### src/rtl/ofs_pkg.sv
package ofs_pkg;

    typedef enum logic {
        PROG_PAR = 1'b0,
        PROG_SER = 1'b1
    } prog_mode_e;

    // Number of parallel pieces in one programming pass.
    localparam int unsigned NUM_PIECES = 4;
    localparam int unsigned PIECE_IDX_W = 2;

    function automatic logic [PIECE_IDX_W-1:0] piece_next(input logic [PIECE_IDX_W-1:0] idx);
        return (idx == PIECE_IDX_W'(NUM_PIECES - 1)) ? '0 : idx + 1'b1;
    endfunction

endpackage

### src/rtl/ofs_par_wr.sv
module ofs_par_wr
    import ofs_pkg::*;
#(
    parameter int unsigned DATA_W = 9,
    parameter int unsigned OFS_W  = 15
) (
    input  logic                   en,
    input  logic [PIECE_IDX_W-1:0] idx,
    input  logic [DATA_W-1:0]      din,
    input  logic [OFS_W-1:0]       ae_cur,
    input  logic [OFS_W-1:0]       af_cur,
    output logic [OFS_W-1:0]       ae_nxt,
    output logic [OFS_W-1:0]       af_nxt
);
    localparam int unsigned HI_W = OFS_W - DATA_W;

    always_comb begin
        ae_nxt = ae_cur;
        af_nxt = af_cur;
        if (en) begin
            case (idx)
                2'd0:    ae_nxt[DATA_W-1:0]     = din;
                2'd1:    ae_nxt[OFS_W-1:DATA_W] = din[HI_W-1:0];
                2'd2:    af_nxt[DATA_W-1:0]     = din;
                default: af_nxt[OFS_W-1:DATA_W] = din[HI_W-1:0];
            endcase
        end
    end
endmodule

### src/rtl/ofs_ser_wr.sv
module ofs_ser_wr #(
    parameter int unsigned OFS_W  = 15,
    parameter int unsigned CNT_W  = 5
) (
    input  logic             en,
    input  logic [CNT_W-1:0] cnt,
    input  logic             sin,
    input  logic [OFS_W-1:0] ae_cur,
    input  logic [OFS_W-1:0] af_cur,
    output logic [OFS_W-1:0] ae_nxt,
    output logic [OFS_W-1:0] af_nxt,
    output logic [CNT_W-1:0] cnt_nxt
);
    localparam int unsigned SER_LEN = 2 * OFS_W;

    // One select per bit: low half of the count hits ae, upper half hits af.
    for (genvar b = 0; b < OFS_W; b++) begin : g_bit
        assign ae_nxt[b] = (en && cnt == CNT_W'(b))         ? sin : ae_cur[b];
        assign af_nxt[b] = (en && cnt == CNT_W'(b + OFS_W)) ? sin : af_cur[b];
    end

    always_comb begin
        cnt_nxt = cnt;
        if (en) begin
            cnt_nxt = (cnt == CNT_W'(SER_LEN - 1)) ? '0 : cnt + 1'b1;
        end
    end
endmodule

### src/rtl/ofs_rd_mux.sv
module ofs_rd_mux
    import ofs_pkg::*;
#(
    parameter int unsigned DATA_W = 9,
    parameter int unsigned OFS_W  = 15
) (
    input  logic [PIECE_IDX_W-1:0] idx,
    input  logic [OFS_W-1:0]       ae,
    input  logic [OFS_W-1:0]       af,
    output logic [DATA_W-1:0]      piece
);
    localparam int unsigned HI_W  = OFS_W - DATA_W;
    localparam int unsigned PAD_W = DATA_W - HI_W;

    always_comb begin
        case (idx)
            2'd0:    piece = ae[DATA_W-1:0];
            2'd1:    piece = {{PAD_W{1'b0}}, ae[OFS_W-1:DATA_W]};
            2'd2:    piece = af[DATA_W-1:0];
            default: piece = {{PAD_W{1'b0}}, af[OFS_W-1:DATA_W]};
        endcase
    end
endmodule

### src/rtl/fifo_ofs_regs.sv
module fifo_ofs_regs
    import ofs_pkg::*;
#(
    parameter int unsigned DATA_W   = 9,
    parameter int unsigned OFS_W    = 15,
    parameter int unsigned DEF_NEAR = 127,
    parameter int unsigned DEF_FAR  = 1023
) (
    input  logic              clk,
    input  logic              mrst_n,
    input  logic              prst_n,
    input  logic              ld,
    input  logic              wen,
    input  logic              ren,
    input  logic              sen,
    input  logic              sin,
    input  logic [DATA_W-1:0] din,
    output logic [DATA_W-1:0] dout,
    output logic [OFS_W-1:0]  ae_ofs,
    output logic [OFS_W-1:0]  af_ofs,
    output logic              ser_mode
);
    // Requires DATA_W < OFS_W < 2*DATA_W.
    localparam int unsigned SER_LEN = 2 * OFS_W;
    localparam int unsigned CNT_W   = $clog2(SER_LEN);

    typedef struct packed {
        logic [OFS_W-1:0]       ae;
        logic [OFS_W-1:0]       af;
        prog_mode_e             mode;
        logic [PIECE_IDX_W-1:0] widx;
        logic [PIECE_IDX_W-1:0] ridx;
        logic [CNT_W-1:0]       scnt;
        logic [DATA_W-1:0]      dout;
    } ofs_state_t;

    ofs_state_t st_d, st_q;

    logic                   par_en_d, ser_en_d, rd_en_d;
    logic [OFS_W-1:0]       par_ae_d, par_af_d;
    logic [OFS_W-1:0]       ser_ae_d, ser_af_d;
    logic [CNT_W-1:0]       scnt_d;
    logic [DATA_W-1:0]      rd_piece_d;

    assign par_en_d = ld && wen && (st_q.mode == PROG_PAR);
    assign ser_en_d = ld && sen && (st_q.mode == PROG_SER);
    assign rd_en_d  = ld && ren;

    ofs_par_wr #(.DATA_W(DATA_W), .OFS_W(OFS_W)) u_par_wr (
        .en     (par_en_d),
        .idx    (st_q.widx),
        .din    (din),
        .ae_cur (st_q.ae),
        .af_cur (st_q.af),
        .ae_nxt (par_ae_d),
        .af_nxt (par_af_d)
    );

    ofs_ser_wr #(.OFS_W(OFS_W), .CNT_W(CNT_W)) u_ser_wr (
        .en      (ser_en_d),
        .cnt     (st_q.scnt),
        .sin     (sin),
        .ae_cur  (st_q.ae),
        .af_cur  (st_q.af),
        .ae_nxt  (ser_ae_d),
        .af_nxt  (ser_af_d),
        .cnt_nxt (scnt_d)
    );

    ofs_rd_mux #(.DATA_W(DATA_W), .OFS_W(OFS_W)) u_rd_mux (
        .idx   (st_q.ridx),
        .ae    (st_q.ae),
        .af    (st_q.af),
        .piece (rd_piece_d)
    );

    always_comb begin
        st_d = st_q;
        if (!mrst_n) begin
            // strap sampled, defaults loaded, all positions restart
            st_d.ae   = ld ? OFS_W'(DEF_FAR) : OFS_W'(DEF_NEAR);
            st_d.af   = ld ? OFS_W'(DEF_FAR) : OFS_W'(DEF_NEAR);
            st_d.mode = ld ? PROG_PAR : PROG_SER;
            st_d.widx = '0;
            st_d.ridx = '0;
            st_d.scnt = '0;
            st_d.dout = '0;
        end else if (!prst_n) begin
            // positions restart, offsets and mode kept
            st_d.widx = '0;
            st_d.ridx = '0;
            st_d.scnt = '0;
        end else begin
            if (par_en_d) begin
                st_d.ae   = par_ae_d;
                st_d.af   = par_af_d;
                st_d.widx = piece_next(st_q.widx);
            end else if (ser_en_d) begin
                st_d.ae   = ser_ae_d;
                st_d.af   = ser_af_d;
                st_d.scnt = scnt_d;
            end
            if (rd_en_d) begin
                st_d.dout = rd_piece_d;
                st_d.ridx = piece_next(st_q.ridx);
            end
        end
    end

    always_ff @(posedge clk) begin
        st_q <= st_d;
    end

    assign dout     = st_q.dout;
    assign ae_ofs   = st_q.ae;
    assign af_ofs   = st_q.af;
    assign ser_mode = (st_q.mode == PROG_SER);

endmodule

### config.mk
export PLATFORM = sky130hd
export DESIGN_NAME = fifo_ofs_regs
export DESIGN_NICKNAME = d
export VERILOG_FILES = /design/src/rtl/ofs_pkg.sv /design/src/rtl/ofs_par_wr.sv /design/src/rtl/ofs_ser_wr.sv /design/src/rtl/ofs_rd_mux.sv /design/src/rtl/fifo_ofs_regs.sv
export SDC_FILE = /design/constraint.sdc
export NUM_CORES = 1
export LEC_CHECK = 0
export ABC_CLOCK_PERIOD_IN_PS = 1700
export BUFFER_PORTS_ARGS = -buffer_cell sky130_fd_sc_hd__buf_2
export CAP_MARGIN = 5
export CORE_MARGIN = 5
export CORE_UTILIZATION = 25
export DETAILED_ROUTE_END_ITERATION = 12
export RECOVER_POWER = 25
export SKIP_LAST_GASP = 1
export SLEW_MARGIN = 20
export SYNTH_ARGS = -nofsm -noshare
export SYNTH_HDL_FRONTEND = slang
export SYNTH_SLANG_ARGS = --single-unit
export TNS_END_PERCENT = 20
### constraint.sdc
create_clock -name clk -period 1.7 [get_ports clk]
set_input_delay 0.425 -clock clk [delete_from_list [all_inputs] [get_ports clk]]
set_output_delay 0.425 -clock clk [all_outputs]
set_load 0.02 [all_outputs]
==> results_dict.tcl, run 1 <==
set metrics [dict create \
    synth_edf_count 31 \
    drcViolationCount 0 \
    period_needed_ps 1640 \
    ys.flop_type "edfxtp_1" \
    grt_pass1_vias 2128 \
    r2r_start "ser_mode" \
    grt_pass1_wl_mm 11.8 \
    synth_top_area_share 0.309 \
    end_kind "flip-flop" \
    post-synth-top-area-cell "edfxtp_1" \
    synth_most_common_cell "a21oi_1" \
    reg2reg_depth 5 \
    hold_buffers 0 \
    max_cap_violations 0 \
    r2r_slack_ps 60 \
    fp.coreArea_um2 11900 \
    n_fill_cell 1267 \
    synth_cell_type_count 38 \
    port_buffers 56 \
    num-nets-final 374 \
    critical_path_arrival_ps 1620 \
    dr.pass1.iters 5 \
    hpwl_mm 5.80 \
    clockBufferDepth 2 \
    cellLeakagePower_nw 1.23 \
    vias_per_cell 4.71 \
    ant_nets 0 \
    slew_headroom 0.744 \
    clk_pin_slew_ps 70 \
    max_freq_mhz 610 \
    r2r_end "ae_ofs[0]" \
    synthCells 320 \
    die_height_um 120 \
    ir_worst_vdd_mv 0.353 \
    cts_tree "built" \
    grt_setup_unrepaired "yes" \
    fin_skew_ps 4.81 \
    ys_seq_area_frac 0.429 \
    min_from "ren" \
    synth-seq-cells 49 \
    initial_core_util 0.253 \
    period_share 0.964 \
    path_class "flip-flop to flip-flop" \
    drive_gt1_frac 0.207 \
    gr-usage-all-layers 0.105 \
    pin_count 57 \
    yosysWarnings 0 \
    finalWirelength_mm 7.67 \
    stdcell_area_um2 3330 \
    synth_commonest_cells "54 x a21oi_1, 45 x buf_4, 31 x edfxtp_1, 31 x nand2_1, 26 x nand3_1" \
    dp_cells 481 \
    die_area_um2 14300 \
    final_cells 491 \
    overflow 0 \
    synthArstFlopShare 0 \
    placed_area_um2 3210 \
    row_count 40 \
    cp_data_required_time_ps 1680 \
    worst_hold_slack_ps 450 \
    antenna_found_initial 0 \
    worst_pin_slew_ps 384 \
    die_w_um 120 \
    htree_levels 2 \
    netlist_area_um2 3010 \
    power.density_nw_per_um2 815 \
    syn-num-nets 352 \
    worst_setup_path_start_kind "flip-flop" \
    hold_path.class "input port to flip-flop" \
    slew_violations 0 \
    synth_area_leaders "edfxtp_1 31%, dfxtp_1 12%, buf_4 11%" \
    avgSynthCellArea_um2 9.40 \
    holdPathStages 3 \
    cts-root-buf "clkbuf_16" \
    wl_per_cell_um 15.6 \
    critPathMaxFanout 8 \
    setup_violations 0 \
    final_util 0.280 \
    drt_iter0_drc 118 \
    grt_max_degree 31 \
    status "complete, no violations" \
    via_count 2312 \
    clock_latency_ps 290 \
    cts_sinks 49 \
    area_delta_synth_final_pct 10.9 \
    min_to "st_q[15]" \
    cts_made_buffers 5 \
    place.gp.congestion 0.901 \
    p_total_mw 2.72 \
    finalHoldViolations 0 \
]
cells in the final DEF (no fill, tap or decap), drive strengths merged, types with 2 or more instances in the layout:
cell type	synthesis	routed
inv	15	15
and3	2	2
mux2i	6	6
clkbuf	6	29
buf	57	54
nand4	10	10
nand2	31	31
dfxtp	18	18
or3	5	5
ha	15	15
a22oi	9	9
a221o	6	6
clkinv	0	2
nand3	27	27
nor2b	2	2
edfxtp	31	31
nor2	9	9
a21oi	56	56
a31oi	4	4
and4	2	2
how the worst max path moves through the flow:
stage                     startpoint         end  slack (ps)  depth (start not counted)
after floorplan              st_q[9]    st_q[13]         0.5                          6
after global placement            ld   ae_ofs[0]           3                          4
after detailed placement          ld   ae_ofs[0]         -30                          4
after CTS                   ser_mode   ae_ofs[0]          60                          5
after global routing        ser_mode  af_ofs[14]         -10                          5
final                       ser_mode   ae_ofs[0]          60                          5
through the flow:
stage / setup slack (ps) / setup TNS [ps]
final: 60.4 / 0
after floorplan: 0.507 / 0
after CTS: 56.9 / 0
after global routing: -12.4 / -56.1
after detailed placement: -29.2 / -29.2
after global placement: 3.10 / 0
logic make-up (layout without fill, tap and decap cells):
family,Yosys count,in the layout,share of synthesized area
muxes,7,7,0.0237
buffers and inverters,78,101,0.167
other,0,1,0
AOI/OAI and AO/OA,78,78,0.160
DFF,49,49,0.429
and+or+nand+nor,93,93,0.158
adders and majority gates,15,15,0.0624
state kept, by name (all words and copies together) (netlist names):
signal / cells
ser_mode: 1
dout: 9
ae_ofs: 15
st_q: 9
af_ofs: 15
layer usage:
layer  wire (um)  share of wire  global-route usage
met5           0              0                   0
met4          36         0.0047              0.0193
met3         571          0.074              0.0335
met2        3760           0.49               0.179
met1        3310           0.43               0.132
where the power goes:
part,switching [mW],internal (mW)
Sequential,0.0342,1.33
Combinational,0.249,0.133
Clock,0.431,0.540
Total,0.714,2.01
what timing repair did:
action / in CTS / in global routing
setup endpoints to repair: 1 / 10
setup buffers: 1 / 0
cloned: 0 / 0
gates resized for setup: 0 / 1
cell type report:
cell class,instances,area [um^2],area share
flip-flops and latches,49,1290,0.387
clock buffers,5,125,0.0375
multi-input cells,193,1220,0.365
well taps,147,184,0.0552
diodes,1,2.50,0.000750
clock inverters,3,17.5,0.00525
repair buffers,78,440,0.132
inverters,15,56.3,0.0169
critical path: stages (launching register included):
cell and delay [ps]:
edfxtp_1 450, and3b_1 240, buf_4 180, a21oi_2 80, buf_4 160, a21oi_1 210
(Power assumes the default switching activity.)
==> run 2, diff against run 1 <==
- ABC_CLOCK_PERIOD_IN_PS: 1700 -> 1850
- SKIP_LAST_GASP: 1 -> not set
- clock period: 1.7 -> 1.85 ns (I/O delays scaled with it)
==> results_dict.tcl, run 2 (synthesized netlist as in run 1, its figures left out) <==
set metrics [dict create \
    status "complete, no violations" \
    clk_pin_slew_ps 70 \
    worst_hold_slack_ps 452 \
    period_needed_ps 1700 \
    num-nets-final 367 \
    setup_violations 0 \
    max_freq_mhz 587 \
    slew_headroom 0.440 \
    dp_cells 475 \
    drt_iter0_drc 141 \
    cts_made_buffers 5 \
    n_fill_cell 1272 \
    path_class "flip-flop to flip-flop" \
    worst_setup_path_start_kind "flip-flop" \
    fp.coreArea_um2 11900 \
    clock_latency_ps 290 \
    fin_skew_ps 6.31 \
    drcViolationCount 0 \
    htree_levels 2 \
    pin_count 57 \
    antenna_cells 0 \
    cts_sinks 49 \
    end_kind "flip-flop" \
    ant_nets 0 \
    p_total_mw 2.52 \
    post-cts-setup-buffer-count 0 \
    max_cap_violations 0 \
    final_cells 483 \
    via_count 2320 \
    wl_per_cell_um 16.2 \
    tns_ps 0 \
    grt_pass1_vias 2227 \
    area_delta_synth_final_pct 8.78 \
    hold_buffers 0 \
    initial_core_util 0.253 \
    met1Wirelength_mm 3.32 \
    clockBufferDepth 2 \
    row_count 40 \
    overflow 0 \
    wl_met3_um 646 \
    critical_path_arrival_ps 1690 \
    cellLeakagePower_nw 1.19 \
    cp_data_required_time_ps 1840 \
    vias_per_cell 4.80 \
    period_share 0.922 \
    port_buffers 56 \
    mostFrequentLayoutCell "a21oi_1" \
    dr.max_layer_used "met4" \
    final_cell_mix "54 x a21oi_1, 32 x buf_2, 31 x nand2_1, 31 x edfxtp_1" \
    stdcell_area_um2 3270 \
    grt_pass1_wl_mm 12.3 \
    drive_gt1_frac 0.179 \
    finalWirelength_mm 7.80 \
    cts_tree "built" \
    worst_pin_slew_ps 840 \
    grt_setup_unrepaired "no" \
    finalHoldViolations 0 \
    die_area_um2 14300 \
    placed_area_um2 3160 \
    route.met2.wl_mm 3.77 \
    place.gp.congestion 0.872 \
    antenna_found_initial 0 \
    critPathMaxFanout 13 \
    power.density_nw_per_um2 771 \
    slew_violations 0 \
    die_height_um 120 \
    dr.pass1.iters 5 \
    cts-root-buf "clkbuf_16" \
    hold_path.class "flip-flop to flip-flop" \
    hpwl_mm 5.86 \
    grt_max_degree 31 \
    die_w_um 120 \
    cts-resized-gates 0 \
    ir_worst_vdd_mv 0.285 \
    gr-usage-all-layers 0.111 \
]
[run 2: cell type report]
class                   instances  area, um^2  area share
clock buffers                   5         125      0.0382
clock inverters                 3        21.3     0.00650
inverters                      15        56.3      0.0172
multi-input cells             193        1210       0.371
flip-flops and latches         49        1290       0.395
well taps                     147         184      0.0562
repair buffers                 71         380       0.116
[run 2: final timing paths]
kind | slack, ps | from | cells after the start | end
worst max-delay path | 150 | ser_mode | 5 | af_ofs[14]
worst min-delay path | 450 | dout[2] | 2 | dout[2]
worst max register to register | 150 | ser_mode | 5 | af_ofs[14]
worst min register to register | 450 | dout[2] | 2 | dout[2]
[run 2: critical path, cell delays in order, from the launching register on]
cell      delay, ps
edfxtp_1        480
and3b_1         300
buf_12          160
a21oi_1          70
buf_4           170
a21oi_1         210
[run 2: per-stage QoR]
| step | utilization | setup WS [ps] |
|---|---|---|
| after floorplan | - | 151 |
| after global placement | 0.266 | 147 |
| after detailed placement | 0.266 | 102 |
| after CTS | 0.278 | 152 |
| after global routing | 0.275 | 31.0 |
| final | 0.275 | 145 |
[run 2: where the power goes]
part / leakage (nW) / switching (mW) / internal [mW]
registers: 0.441 / 0.0313 / 1.22
logic: 0.680 / 0.231 / 0.112
clock network: 0.0702 / 0.421 / 0.504
[run 2: layer usage]
metal	GRT usage	up-vias
li1	-	1132
met1	0.145	1087
met2	0.181	95
met3	0.0349	6
met4	0.0215	0
met5	0	-
